## src/rtl/dpd_pkg.sv

```systemverilog
package dpd_pkg;

  typedef enum logic [3:0] {
    S_IDLE,
    S_CHECK,
    S_ISSUE_MRS,
    S_WAIT_MPED,
    S_WAIT_CKMPE,
    S_PARKED,
    S_EXIT_CLK_ON,
    S_EXIT_CKE_LO,
    S_EXIT_CS_LO,
    S_EXIT_CKE_HI,
    S_DONE,
    S_RST_HOLD
  } dpd_state_e;

  localparam logic [1:0] CMD_DES = 2'b00;
  localparam logic [1:0] CMD_MRS = 2'b01;

  typedef struct packed {
    logic       cmd_valid;
    logic [1:0] cmd_code;
    logic       cke;
    logic       cs_n;
    logic       clk_en;
    logic       rst_n;
  } pin_s;

  localparam pin_s PINS_REST = '{cmd_valid: 1'b0, cmd_code: CMD_DES, cke: 1'b1,
                                 cs_n: 1'b1, clk_en: 1'b1, rst_n: 1'b1};

  function automatic pin_s pins_for(dpd_state_e s);
    pin_s p;
    p = PINS_REST;
    case (s)
      S_ISSUE_MRS: begin
        p.cmd_valid = 1'b1;
        p.cmd_code  = CMD_MRS;
      end
      S_WAIT_MPED:   p.cmd_valid = 1'b1;
      S_PARKED:      p.clk_en = 1'b0;
      S_EXIT_CKE_LO: p.cke = 1'b0;
      S_EXIT_CS_LO: begin
        p.cke  = 1'b0;
        p.cs_n = 1'b0;
      end
      S_EXIT_CKE_HI: p.cs_n = 1'b0;
      S_RST_HOLD: begin
        p.cke   = 1'b0;
        p.rst_n = 1'b0;
      end
      default: p = PINS_REST;
    endcase
    return p;
  endfunction

endpackage

```

## src/rtl/dpd_feature_gate.sv

```systemverilog
module dpd_feature_gate #(
  parameter int NFEAT = 3
) (
  input  logic [NFEAT-1:0] feat_on,
  output logic             any_on
);
  logic [NFEAT:0] chain;
  assign chain[0] = 1'b0;
  for (genvar i = 0; i < NFEAT; i++) begin : g_or
    assign chain[i+1] = chain[i] | feat_on[i];
  end
  assign any_on = chain[NFEAT];
endmodule

```

## src/rtl/dpd_interval_ctr.sv

```systemverilog
module dpd_interval_ctr #(
  parameter int CW = 8
) (
  input  logic          clk,
  input  logic          rst,
  input  logic          load,
  input  logic [CW-1:0] load_val,
  output logic          expired
);
  logic [CW-1:0] cnt_q;
  always_ff @(posedge clk) begin
    if (rst)
      cnt_q <= '0;
    else if (load)
      cnt_q <= load_val;
    else if (cnt_q != '0)
      cnt_q <= cnt_q - 1'b1;
  end
  assign expired = (cnt_q == '0);
endmodule

```

## src/rtl/dpd_out_reg.sv

```systemverilog
module dpd_out_reg
  import dpd_pkg::*;
#(
  parameter int DEV_W      = 4,
  parameter int ADDR_W     = 18,
  parameter int MR_W       = 3,
  parameter int MR_INDEX   = 4,
  parameter int ENABLE_BIT = 1
) (
  input  logic              clk,
  input  logic              rst,
  input  dpd_state_e        state_q,
  input  dpd_state_e        state_d,
  input  logic              refuse,
  input  logic              init_done,
  input  logic [DEV_W-1:0]  tgt_dev,
  output logic              ack,
  output logic              err,
  output logic              cmd_valid,
  output logic [1:0]        cmd_code,
  output logic [MR_W-1:0]   cmd_mr,
  output logic [ADDR_W-1:0] cmd_addr,
  output logic [DEV_W-1:0]  cmd_dev,
  output logic              cke,
  output logic              cs_n,
  output logic              clk_en,
  output logic              dram_rst_n,
  output logic              mem_invalid,
  output logic              reinit_req
);
  localparam logic [ADDR_W-1:0] ENTRY_WORD = ADDR_W'(1) << ENABLE_BIT;

  pin_s pins_q;
  logic writing;

  assign writing = (state_d == S_ISSUE_MRS);

  always_ff @(posedge clk) begin
    if (rst) begin
      pins_q      <= PINS_REST;
      ack         <= 1'b0;
      err         <= 1'b0;
      cmd_mr      <= '0;
      cmd_addr    <= '0;
      cmd_dev     <= '0;
      mem_invalid <= 1'b0;
      reinit_req  <= 1'b0;
    end else begin
      pins_q   <= pins_for(state_d);
      ack      <= ((state_d == S_PARKED) && (state_q != S_PARKED)) || (state_d == S_DONE);
      err      <= refuse;
      cmd_mr   <= writing ? MR_W'(MR_INDEX) : '0;
      cmd_addr <= writing ? ENTRY_WORD : '0;
      cmd_dev  <= writing ? tgt_dev : '0;
      if (writing)
        mem_invalid <= 1'b1;
      else if (init_done)
        mem_invalid <= 1'b0;
      if (state_d == S_RST_HOLD)
        reinit_req <= 1'b1;
      else if (init_done)
        reinit_req <= 1'b0;
    end
  end

  assign cmd_valid  = pins_q.cmd_valid;
  assign cmd_code   = pins_q.cmd_code;
  assign cke        = pins_q.cke;
  assign cs_n       = pins_q.cs_n;
  assign clk_en     = pins_q.clk_en;
  assign dram_rst_n = pins_q.rst_n;
endmodule

```

## src/rtl/dpd_seq.sv

```systemverilog
module dpd_seq
  import dpd_pkg::*;
#(
  parameter int DEV_W      = 4,
  parameter int ADDR_W     = 18,
  parameter int MR_W       = 3,
  parameter int MR_INDEX   = 4,
  parameter int ENABLE_BIT = 1,
  parameter int T_MPED     = 8,
  parameter int T_CKMPE    = 16,
  parameter int T_CLKON    = 4,
  parameter int T_STEP     = 3,
  parameter int T_RST      = 10
) (
  input  logic              clk,
  input  logic              rst,
  input  logic              req_enter,
  input  logic [DEV_W-1:0]  req_dev,
  input  logic              req_exit,
  input  logic              req_reset,
  input  logic              init_done,
  input  logic              cfg_parity_en,
  input  logic              cfg_cs_lat_en,
  input  logic              cfg_geardown_en,
  output logic              ack,
  output logic              err,
  output logic              cmd_valid,
  output logic [1:0]        cmd_code,
  output logic [MR_W-1:0]   cmd_mr,
  output logic [ADDR_W-1:0] cmd_addr,
  output logic [DEV_W-1:0]  cmd_dev,
  output logic              cke,
  output logic              cs_n,
  output logic              clk_en,
  output logic              dram_rst_n,
  output logic              mem_invalid,
  output logic              reinit_req
);
  localparam int NFEAT  = 3;
  localparam int T_TAIL = (T_CKMPE > T_MPED) ? (T_CKMPE - T_MPED) : 1;
  localparam int TM1    = (T_MPED > T_TAIL) ? T_MPED : T_TAIL;
  localparam int TM2    = (T_CLKON > T_STEP) ? T_CLKON : T_STEP;
  localparam int TM3    = (TM1 > TM2) ? TM1 : TM2;
  localparam int TMAX   = (TM3 > T_RST) ? TM3 : T_RST;
  localparam int CW     = $clog2(TMAX + 1);

  dpd_state_e       state_q, state_d;
  logic             refuse;
  logic             feat_bad;
  logic             expired;
  logic             start;
  logic             pend_q;
  logic [DEV_W-1:0] pend_dev_q;
  logic [DEV_W-1:0] tgt_q;
  logic [CW-1:0]    load_val;

  function automatic logic [CW-1:0] len_m1(dpd_state_e s);
    case (s)
      S_WAIT_MPED:   return CW'(T_MPED - 1);
      S_WAIT_CKMPE:  return CW'(T_TAIL - 1);
      S_EXIT_CLK_ON: return CW'(T_CLKON - 1);
      S_EXIT_CKE_LO,
      S_EXIT_CS_LO,
      S_EXIT_CKE_HI: return CW'(T_STEP - 1);
      S_RST_HOLD:    return CW'(T_RST - 1);
      default:       return '0;
    endcase
  endfunction

  dpd_feature_gate #(.NFEAT(NFEAT)) u_gate (
    .feat_on ({cfg_geardown_en, cfg_cs_lat_en, cfg_parity_en}),
    .any_on  (feat_bad)
  );

  assign start = pend_q | req_enter;

  always_comb begin
    state_d = state_q;
    refuse  = 1'b0;
    if (req_reset) begin
      state_d = S_RST_HOLD;
    end else begin
      case (state_q)
        S_IDLE:        if (start) state_d = S_CHECK;
        S_CHECK: begin
          if (feat_bad) begin
            state_d = S_IDLE;
            refuse  = 1'b1;
          end else begin
            state_d = S_ISSUE_MRS;
          end
        end
        S_ISSUE_MRS:   state_d = S_WAIT_MPED;
        S_WAIT_MPED:   if (expired) state_d = S_WAIT_CKMPE;
        S_WAIT_CKMPE:  if (expired) state_d = S_PARKED;
        S_PARKED:      if (req_exit) state_d = S_EXIT_CLK_ON;
        S_EXIT_CLK_ON: if (expired) state_d = S_EXIT_CKE_LO;
        S_EXIT_CKE_LO: if (expired) state_d = S_EXIT_CS_LO;
        S_EXIT_CS_LO:  if (expired) state_d = S_EXIT_CKE_HI;
        S_EXIT_CKE_HI: if (expired) state_d = S_DONE;
        S_DONE:        state_d = S_IDLE;
        S_RST_HOLD:    if (expired) state_d = S_IDLE;
        default:       state_d = S_IDLE;
      endcase
    end
  end

  assign load_val = len_m1(state_d);

  dpd_interval_ctr #(.CW(CW)) u_ctr (
    .clk      (clk),
    .rst      (rst),
    .load     (state_d != state_q),
    .load_val (load_val),
    .expired  (expired)
  );

  always_ff @(posedge clk) begin
    if (rst) begin
      state_q    <= S_IDLE;
      pend_q     <= 1'b0;
      pend_dev_q <= '0;
      tgt_q      <= '0;
    end else begin
      state_q <= state_d;
      if (req_reset || state_q == S_IDLE) begin
        pend_q <= 1'b0;
      end else if (req_enter) begin
        pend_q     <= 1'b1;
        pend_dev_q <= req_dev;
      end
      if (state_q == S_IDLE && state_d == S_CHECK)
        tgt_q <= req_enter ? req_dev : pend_dev_q;
    end
  end

  dpd_out_reg #(
    .DEV_W(DEV_W), .ADDR_W(ADDR_W), .MR_W(MR_W),
    .MR_INDEX(MR_INDEX), .ENABLE_BIT(ENABLE_BIT)
  ) u_out (
    .clk         (clk),
    .rst         (rst),
    .state_q     (state_q),
    .state_d     (state_d),
    .refuse      (refuse),
    .init_done   (init_done),
    .tgt_dev     (tgt_q),
    .ack         (ack),
    .err         (err),
    .cmd_valid   (cmd_valid),
    .cmd_code    (cmd_code),
    .cmd_mr      (cmd_mr),
    .cmd_addr    (cmd_addr),
    .cmd_dev     (cmd_dev),
    .cke         (cke),
    .cs_n        (cs_n),
    .clk_en      (clk_en),
    .dram_rst_n  (dram_rst_n),
    .mem_invalid (mem_invalid),
    .reinit_req  (reinit_req)
  );
endmodule

```

## config.mk

```make
export PLATFORM = sky130hd
export DESIGN_NAME = dpd_seq
export DESIGN_NICKNAME = d
export VERILOG_FILES = /design/src/rtl/dpd_pkg.sv /design/src/rtl/dpd_feature_gate.sv /design/src/rtl/dpd_interval_ctr.sv /design/src/rtl/dpd_out_reg.sv /design/src/rtl/dpd_seq.sv
export SDC_FILE = /design/constraint.sdc
export NUM_CORES = 1
export LEC_CHECK = 0
export BUFFER_PORTS_ARGS = -buffer_cell sky130_fd_sc_hd__buf_2
export CAP_MARGIN = 15
export CORE_MARGIN = 3
export CORE_UTILIZATION = 55
export CTS_CLUSTER_DIAMETER = 60
export CTS_CLUSTER_SIZE = 25
export DETAILED_ROUTE_END_ITERATION = 6
export PLACE_DENSITY = 0.91
export SKIP_CTS_REPAIR_TIMING = 1
export SLEW_MARGIN = 20
export SYNTH_ARGS = -nofsm -noshare
export SYNTH_HDL_FRONTEND = slang
export SYNTH_SLANG_ARGS = --single-unit
```

## constraint.sdc

```tcl
create_clock -name clk -period 3.9 [get_ports clk]
set_input_delay 0.195 -clock clk [delete_from_list [all_inputs] [get_ports clk]]
set_output_delay 0.195 -clock clk [all_outputs]
set_load 0.05 [all_outputs]
```

==> results.md, run 1 <==
Global routing:
- Entering global routing, the biggest net connects 25 pins.
- The number of global-route vias before repair came to 1115.
- The initial antenna violation count is 0.
- The remaining global-route overflow is 0.
- The first global-routing pass estimated 4781 um of wire.
- Global routing used 17.45% of the available tracks across all layers.

Worst setup path:
- The delay of the slowest cell on the worst path is 0.59 ns.
- On the critical path, the stage with the largest delay is an instance of a2111oi_4.
- In this run the worst setup path begins at u_ctr.cnt_q[0].
- At the worst endpoint, the arrival time is 2.88 ns.
- Data on the critical path is required at its endpoint by 4.09 ns.
- The signal on the critical path passes through inv_1 -> ha_1 -> nor3b_1 -> buf_4 -> mux2_2 -> a2111oi_4 -> o21ba_2 -> a211oi_1 -> a211oi_1.
- The worst setup path is of the reg2reg kind.
- Measured in cells, the most critical reg-to-reg path has a length of 9.
- Counting stages on the worst path, the most repeated cell is a211oi_1.
- STA classifies the critical path startpoint as a flop.
- The reg2reg setup slack is 1.21 ns.
- Of all nets on the critical path, the largest fanout is 13.
- STA classifies the critical path endpoint as a flop.
- In this run the critical register-to-register path is launched from u_ctr.cnt_q[0].

Detailed routing:
- The total vias in the final route is 1316.
- The via density per instance is 5.461.
- In the routed design, unresolved DRC markers number 0.
- Summed over all layers, the routed wires come to 3108 um.
- The post-detailed-route wirelength per cell is 12.90 um.
- The residual antenna-violating net count after detailed routing is 0.
- For this run, the detailed router's first-pass iteration total came to 4.
- For this block, the initial DRC count from the detailed router was 88.

STA:
- For this run, the top clock speed supported by timing is 372.3 MHz.
- The transition time at the pin with the least slew margin is 0.7381 ns.
- The post-layout minimum cycle time is 2.686 ns.
- Measured against its own limit, the worst slew margin works out to 50.69%.
- The count of final max-slew check failures is 0.
- The final hold violation count was 0.
- Dividing the final minimum period by the clock period gives 68.88%.
- The setup total negative slack is 0 ns.
- Setup repair after global routing left no endpoint under its margin.
- In the post-route analysis, the smallest setup slack over all paths is 1.214 ns.
- Setup violations remaining at the end of the flow were counted as 0.
- The largest clock skew in the final design is 0.01083 ns.

Logic synthesis:
- Summed over all instances, the cell type with the most area after synthesis is dfxtp_1.
- Counting instances in the post-synthesis netlist gives the leading cell types as dfxtp_1, buf_4, nor2_1.
- In the post-synthesis netlist, the biggest area contributors are dfxtp_1, buf_4, mux2i_1, nor2_1, mux2_2.
- In the synthesized netlist, the number of instances is 186.
- The share of flip-flops with an asynchronous set or reset is 0%.
- In the synthesized netlist the dominant register cell turns out to be dfxtp_1.
- By instance count, the leading cell after synthesis is dfxtp_1.
- Synthesis inferred 31 register bits.
- The number of enable flip-flop cells after synthesis is 0.
- The synthesized area divided by synthesized cell count is 8.987 sq um.
- After synthesis, the netlist uses 46 different library cells.
- The share of Yosys cell area claimed by the top area cell type is 37.13%.
- The summed instance area of the synthesized netlist is 1672 sq um.
- The number of warnings printed during yosys synthesis is 0.
- The sequential fraction of the synthesis area is 37.13%.

Clocking:
- The root buffer cell chosen for the clock tree is clkbuf_4.
- The later-pin clock latency in the skew report is 0.32 ns.
- The TritonCTS sink count is 31.
- The maximum clock insertion buffer count is 2.
- The total clock buffers created by CTS is 5.
- TritonCTS built the clock tree.
- In this run the number of H-tree levels came out at 2.
- Clock-pin slew was measured on the worst setup and hold paths at 0.10 ns.

Finish:
- In the final layout, the share of cells above drive strength 1 is 23.33%.
- After filler insertion, the fill cell instance count of the layout stands at 246.
- Once layout is complete, the utilization of the core stands at 62.94%.
- Relative to the synthesized area, the layout overhead comes to 6.512%.
- In the final design database the tool counted 224 nets.
- The number of antenna repair diodes is 0.

Place:
- Buffers placed on the I/O ports in this run total 28.
- The global placer's final weighted congestion is 0.8177.
- The wire-length estimate of the detail-placed layout is 2337 um.
- Timing analysis after detailed placement gives a worst setup slack of 1.215 ns.

Worst hold path:
- In this run the worst hold path is classified as in2reg.
- The worst hold path begins at req_dev[3].
- The worst hold path passes through 3 cells.

Pwr:
- The design draws 0.0007897 W.
- For this design the ratio of total power to cell area is 443.5 nW/um^2.
- IR analysis of the VDD net gives a maximum drop of 0.2834 mV.
- Summed over all cells, the static leakage comes to 0.7987 nW.

Floorplanning:
- The die is 61.13 um wide.
- For this design the top-level I/O count stands at 49.
- The chip height is 61.13 um.
- The total area inside the core boundary comes to 2829 sq um.
- The effective utilization at floorplan is 59.09%.
- The die covers 3737 sq um.
- The initialized floorplan defines 19 standard-cell rows.

Run:
- Across the run, the number of max-cap violations was 0.

Status:
- The flow ran to the end, and the final reports show no timing, DRC or antenna violations.
[flip-flops by register name, indices dropped and copies added (netlist names), 4 cells and up]
signal,cells
pend_dev_q,4
tgt_q,4
u_out.cmd_dev,4
state_q,4
u_ctr.cnt_q,4
[through the flow]
| stage | instance area, sq um | hold slack (ns) | cells |
|---|---|---|---|
| 3_3_place_gp | 1724 | 0.4343 | 234 |
| 5_1_grt | 1780 | 0.1491 | 241 |
| 2_1_floorplan | 1743 | 0.2794 | 205 |
| 3_5_place_dp | 1724 | 0.4451 | 234 |
| 6_report | 1780 | 0.1349 | 241 |
| 4_1_cts | 1780 | 0.1288 | 241 |
[final cells by class]
| class | count | area, sq um | area share [%] |
|---|---|---|---|
| inverters | 6 | 22.52 | 1.265 |
| multi-input cells | 137 | 894.6 | 50.25 |
| repair buffers | 29 | 147.6 | 8.292 |
| clock inverters | 1 | 5.005 | 0.2811 |
| flip-flops and latches | 31 | 620.6 | 34.86 |
| clock buffers | 6 | 51.30 | 2.881 |
| well taps | 31 | 38.79 | 2.178 |
[layout by cell type (no fill, tap or decap), types with 3 or more instances in the layout]
master / count
nor2_1: 20
nand2_1: 7
o21ai_0: 3
nand2b_1: 3
and2_1: 4
mux2i_1: 10
nor3b_1: 3
o21a_1: 4
a21oi_1: 6
nor4_1: 3
nor2b_1: 4
a211oi_1: 6
buf_2: 28
inv_1: 6
dfxtp_1: 31
clkbuf_4: 5
mux2_2: 6
conb_1: 20
nor3_1: 8
[final timing paths]
check | endpoint
setup / recovery | u_ctr.cnt_q[0]
hold / removal | pend_dev_q[3]
setup reg to reg | u_ctr.cnt_q[0]
hold reg to reg | u_out.cmd_dev[0]
[logic make-up (layout without fill, tap and decap cells)]
| logic type | count (synthesis) | after routing | synth area share (%) |
|---|---|---|---|
| buffers and inverters | 37 | 42 | 13.62 |
| AO/OA/AOI/OAI | 35 | 35 | 16.99 |
| other | 1 | 20 | 0.2243 |
| AND/OR/NAND/NOR | 64 | 64 | 20.73 |
| flip-flops | 31 | 31 | 37.13 |
| XOR/XNOR | 1 | 1 | 0.5240 |
| adder cells (fa/ha/maj) | 1 | 1 | 0.7484 |
| multiplexers | 16 | 16 | 10.03 |
[layer usage]
metal | track usage, % | up-vias | share of wire (%)
li1 | - | 661 | -
met4 | 8.050 | 0 | 1.5
met3 | 5.870 | 6 | 6.1
met1 | 21.24 | 612 | 44
met5 | 0 | - | 0
met2 | 27.79 | 37 | 48
[report_power, final]
part	switching, W	internal, W
registers	0.0000211	0.000337
logic	0.000163	0.0000822
clock network	0.000102	0.0000834
[critical path, delay by kind of cell, from the launching register on]
family,cells,cell delay [ns]
AND/OR/NAND/NOR,1,0.19
flip-flops,1,0.31
buffers and inverters,2,0.30
multiplexers,1,0.38
adder cells (fa/ha/maj),1,0.20
AO/OA/AOI/OAI,4,1.16
Note: power is estimated with default switching activity, not from simulation.
==> run 2: changes to the inputs <==
--- a/config.mk
+++ b/config.mk
@@ -8,11 +8,11 @@
 export BUFFER_PORTS_ARGS = -buffer_cell sky130_fd_sc_hd__buf_2
 export CAP_MARGIN = 15
 export CORE_MARGIN = 3
-export CORE_UTILIZATION = 55
+export CORE_UTILIZATION = 51
 export CTS_CLUSTER_DIAMETER = 60
 export CTS_CLUSTER_SIZE = 25
 export DETAILED_ROUTE_END_ITERATION = 6
-export PLACE_DENSITY = 0.91
+export PLACE_DENSITY = 0.86
 export SKIP_CTS_REPAIR_TIMING = 1
 export SLEW_MARGIN = 20
 export SYNTH_ARGS = -nofsm -noshare
==> constraint.sdc (replaced) <==
create_clock -name clk -period 2.58 [get_ports clk]
set_input_delay 0.129 -clock clk [delete_from_list [all_inputs] [get_ports clk]]
set_output_delay 0.129 -clock clk [all_outputs]
set_load 0.05 [all_outputs]
==> run 2 against run 1 <==
Count of clock-buffer cells in the layout unchanged. Sequential power up 51%. Register-to-register slack worse by 1.1 ns. Final cell count up 8.7%. Final area up 5.8%. Clock skew down 0.0043 ns. Sequential share of layout area down 1.9 points. Sequential cell count unchanged. Wire length up 6.1%. Critical path type unchanged.
==> results.md, run 2 (same netlist as run 1, synthesis figures left out) <==
Floorplanning:
- The area of the die is 4001 sq um.
- The die is 63.25 um wide.
- The top-level port count is 49.
- The effective utilization at floorplan is 54.31%.
- The total core area is 3078 sq um.
- The chip height is 63.25 um.
- Row generation in the floorplan step produced 20 rows.

Detailed routing:
- Using the TritonRoute via totals, the vias-per-cell ratio works out to 5.137.
- The number of iterations in the first detailed-routing pass is 4.
- The first routing iteration left 71 violations.
- For this run, design rule violations remaining after detail routing come to 0.
- The detail route stage leaves a number of antenna-violating nets equal to 0.
- The routed design has 3299 um of wire.
- The final route contains 1346 vias.
- Dividing the detail-routed wire length by the instance count gives 12.59 um.

Finish:
- The area growth from synthesis to layout is 12.72%.
- The fraction of layout cells with a size suffix above 1 is 26.61%.
- Leaving out fill and tap cells, the most frequent cell in the layout is dfxtp_1.
- Measured on the finished design, the core utilization comes to 61.22%.
- The number of antenna repair diodes is 0.
- The final layout contains 231 nets.
- In the layout the commonest cells are dfxtp_1, buf_2, nor2_1, conb_1, mux2i_1.
- The final instance count without filler cells is 262.

Global routing:
- The number of global-route vias before repair is 1230.
- The first global-routing pass estimated 5457 um of wire.
- The remaining global-route overflow is 0.
- Global routing consumed, over all layers together, 17.33% of the routing resources.
- The initial antenna violation count is 0.
- Entering global routing, the biggest net connects 25 pins.

Worst hold path:
- The min-delay analysis places its worst path in the category in2reg.

Clocking:
- TritonCTS built the clock tree.
- The number of levels in the clock H-tree is 2.
- The later-pin clock latency in the skew report is 0.32 ns.
- The cell sitting at the root of the clock tree is a clkbuf_4.
- The total clock buffers created by CTS is 5.
- The clock transition at the registers of the reported paths is 0.09 ns.
- CTS saw 31 sinks.
- The maximum clock insertion buffer count is 2.

Pwr:
- The peak ir drop on the vdd network is 0.3901 mV.
- The power per unit of standard cell area is 701.3 nW/um^2.
- The cell leakage power is 0.8519 nW.
- The power after layout is 0.001322 W.

Place:
- The post-detailed-placement half-perimeter wirelength is 2511 um.
- Routability-driven placement finished with a final weighted congestion of 0.8980.
- The post-place setup slack is 0.06972 ns.
- Including well taps, the total number of placed cells is 254.
- Buffers placed on the I/O ports in this run total 28.

STA:
- The portion of the clock cycle consumed by the worst path in the final layout is 95.01%.
- The transition time at the pin with the least slew margin is 0.6215 ns.
- The count of endpoints failing setup in the final report is 0.
- The worst path meets setup with 0.1289 ns of slack.
- The final hold violation count is 0.
- Setup repair after global routing left no endpoint under its margin.
- The count of final max-slew check failures is 0.
- Based on the critical path, the design can be clocked at up to 408.0 MHz.
- The post-layout minimum cycle time is 2.451 ns.
- The setup total negative slack is 0 ns.
- In this run the tightest slew margin relative to its limit is 57.50%.
- The largest clock skew in the final design is 0.006549 ns.

Status:
- The flow ran to the end, and the final reports show no timing, DRC or antenna violations.

Run:
- The tool flagged a number of max-cap violations equal to 0.

Worst setup path:
- The category of the most critical setup path is reg2reg.
- The worst setup path is launched from a flop.
- For the worst setup path, the data arrival time is 2.72 ns.
- STA classifies the critical path endpoint as a flop.
- The required time at the worst-slack endpoint is 2.85 ns.
- In this run the worst path has a maximum fanout of 12.
[run 2: layout make-up]
cell class	count	area [sq um]
Fill cell	264	1194
Multi-Input combinational cell	137	899.6
Sequential cell	31	620.6
Timing Repair Buffer	36	200.2
Tap cell	44	55.05
Clock buffer	6	51.30
Clock inverter	2	35.03
Inverter	6	22.52
[run 2: power by group]
group / leakage (nW) / total, W / switching, W / internal, W
clock: 0.0482 / 0.000387 / 0.000158 / 0.000229
combinational: 0.550 / 0.000395 / 0.000258 / 0.000138
sequential: 0.253 / 0.000539 / 0.0000295 / 0.000510
[run 2: final timing paths]
| kind | startpoint | end | slack (ns) | depth (start not counted) |
|---|---|---|---|---|
| worst max register to register | u_ctr.cnt_q[0] | u_out.cmd_dev[3] | 0.13 | 9 |
| worst max-delay path | u_ctr.cnt_q[0] | u_out.cmd_dev[3] | 0.13 | 9 |
| worst min register to register | tgt_q[2] | u_out.cmd_dev[2] | 0.47 | 1 |
| worst min-delay path | req_dev[1] | pend_dev_q[1] | 0.05 | 3 |
[run 2: worst max-delay path, stage by stage (launching register included)]
cell	delay (ns)
dfxtp_1	0.33
inv_1	0.06
ha_1	0.23
nor3b_2	0.18
buf_4	0.18
o21a_1	0.13
a2111o_1	0.52
or4_4	0.47
nor2_4	0.15
and2_1	0.15
[run 2: metrics by stage]
stage                     hold slack (ns)  cell area (sq um)
after detailed placement           0.3905               1793
after CTS                         0.04764               1879
final                             0.05243               1884
after floorplan                    0.2134               1743
after global routing              0.06594               1884
after global placement             0.3801               1793
[run 2: routing by layer]
metal / part of all wire [%] / track usage, %
met1: 44 / 21.04
met2: 47 / 27.14
met3: 6.6 / 5.169
met4: 3.1 / 9.973
met5: 0 / 0
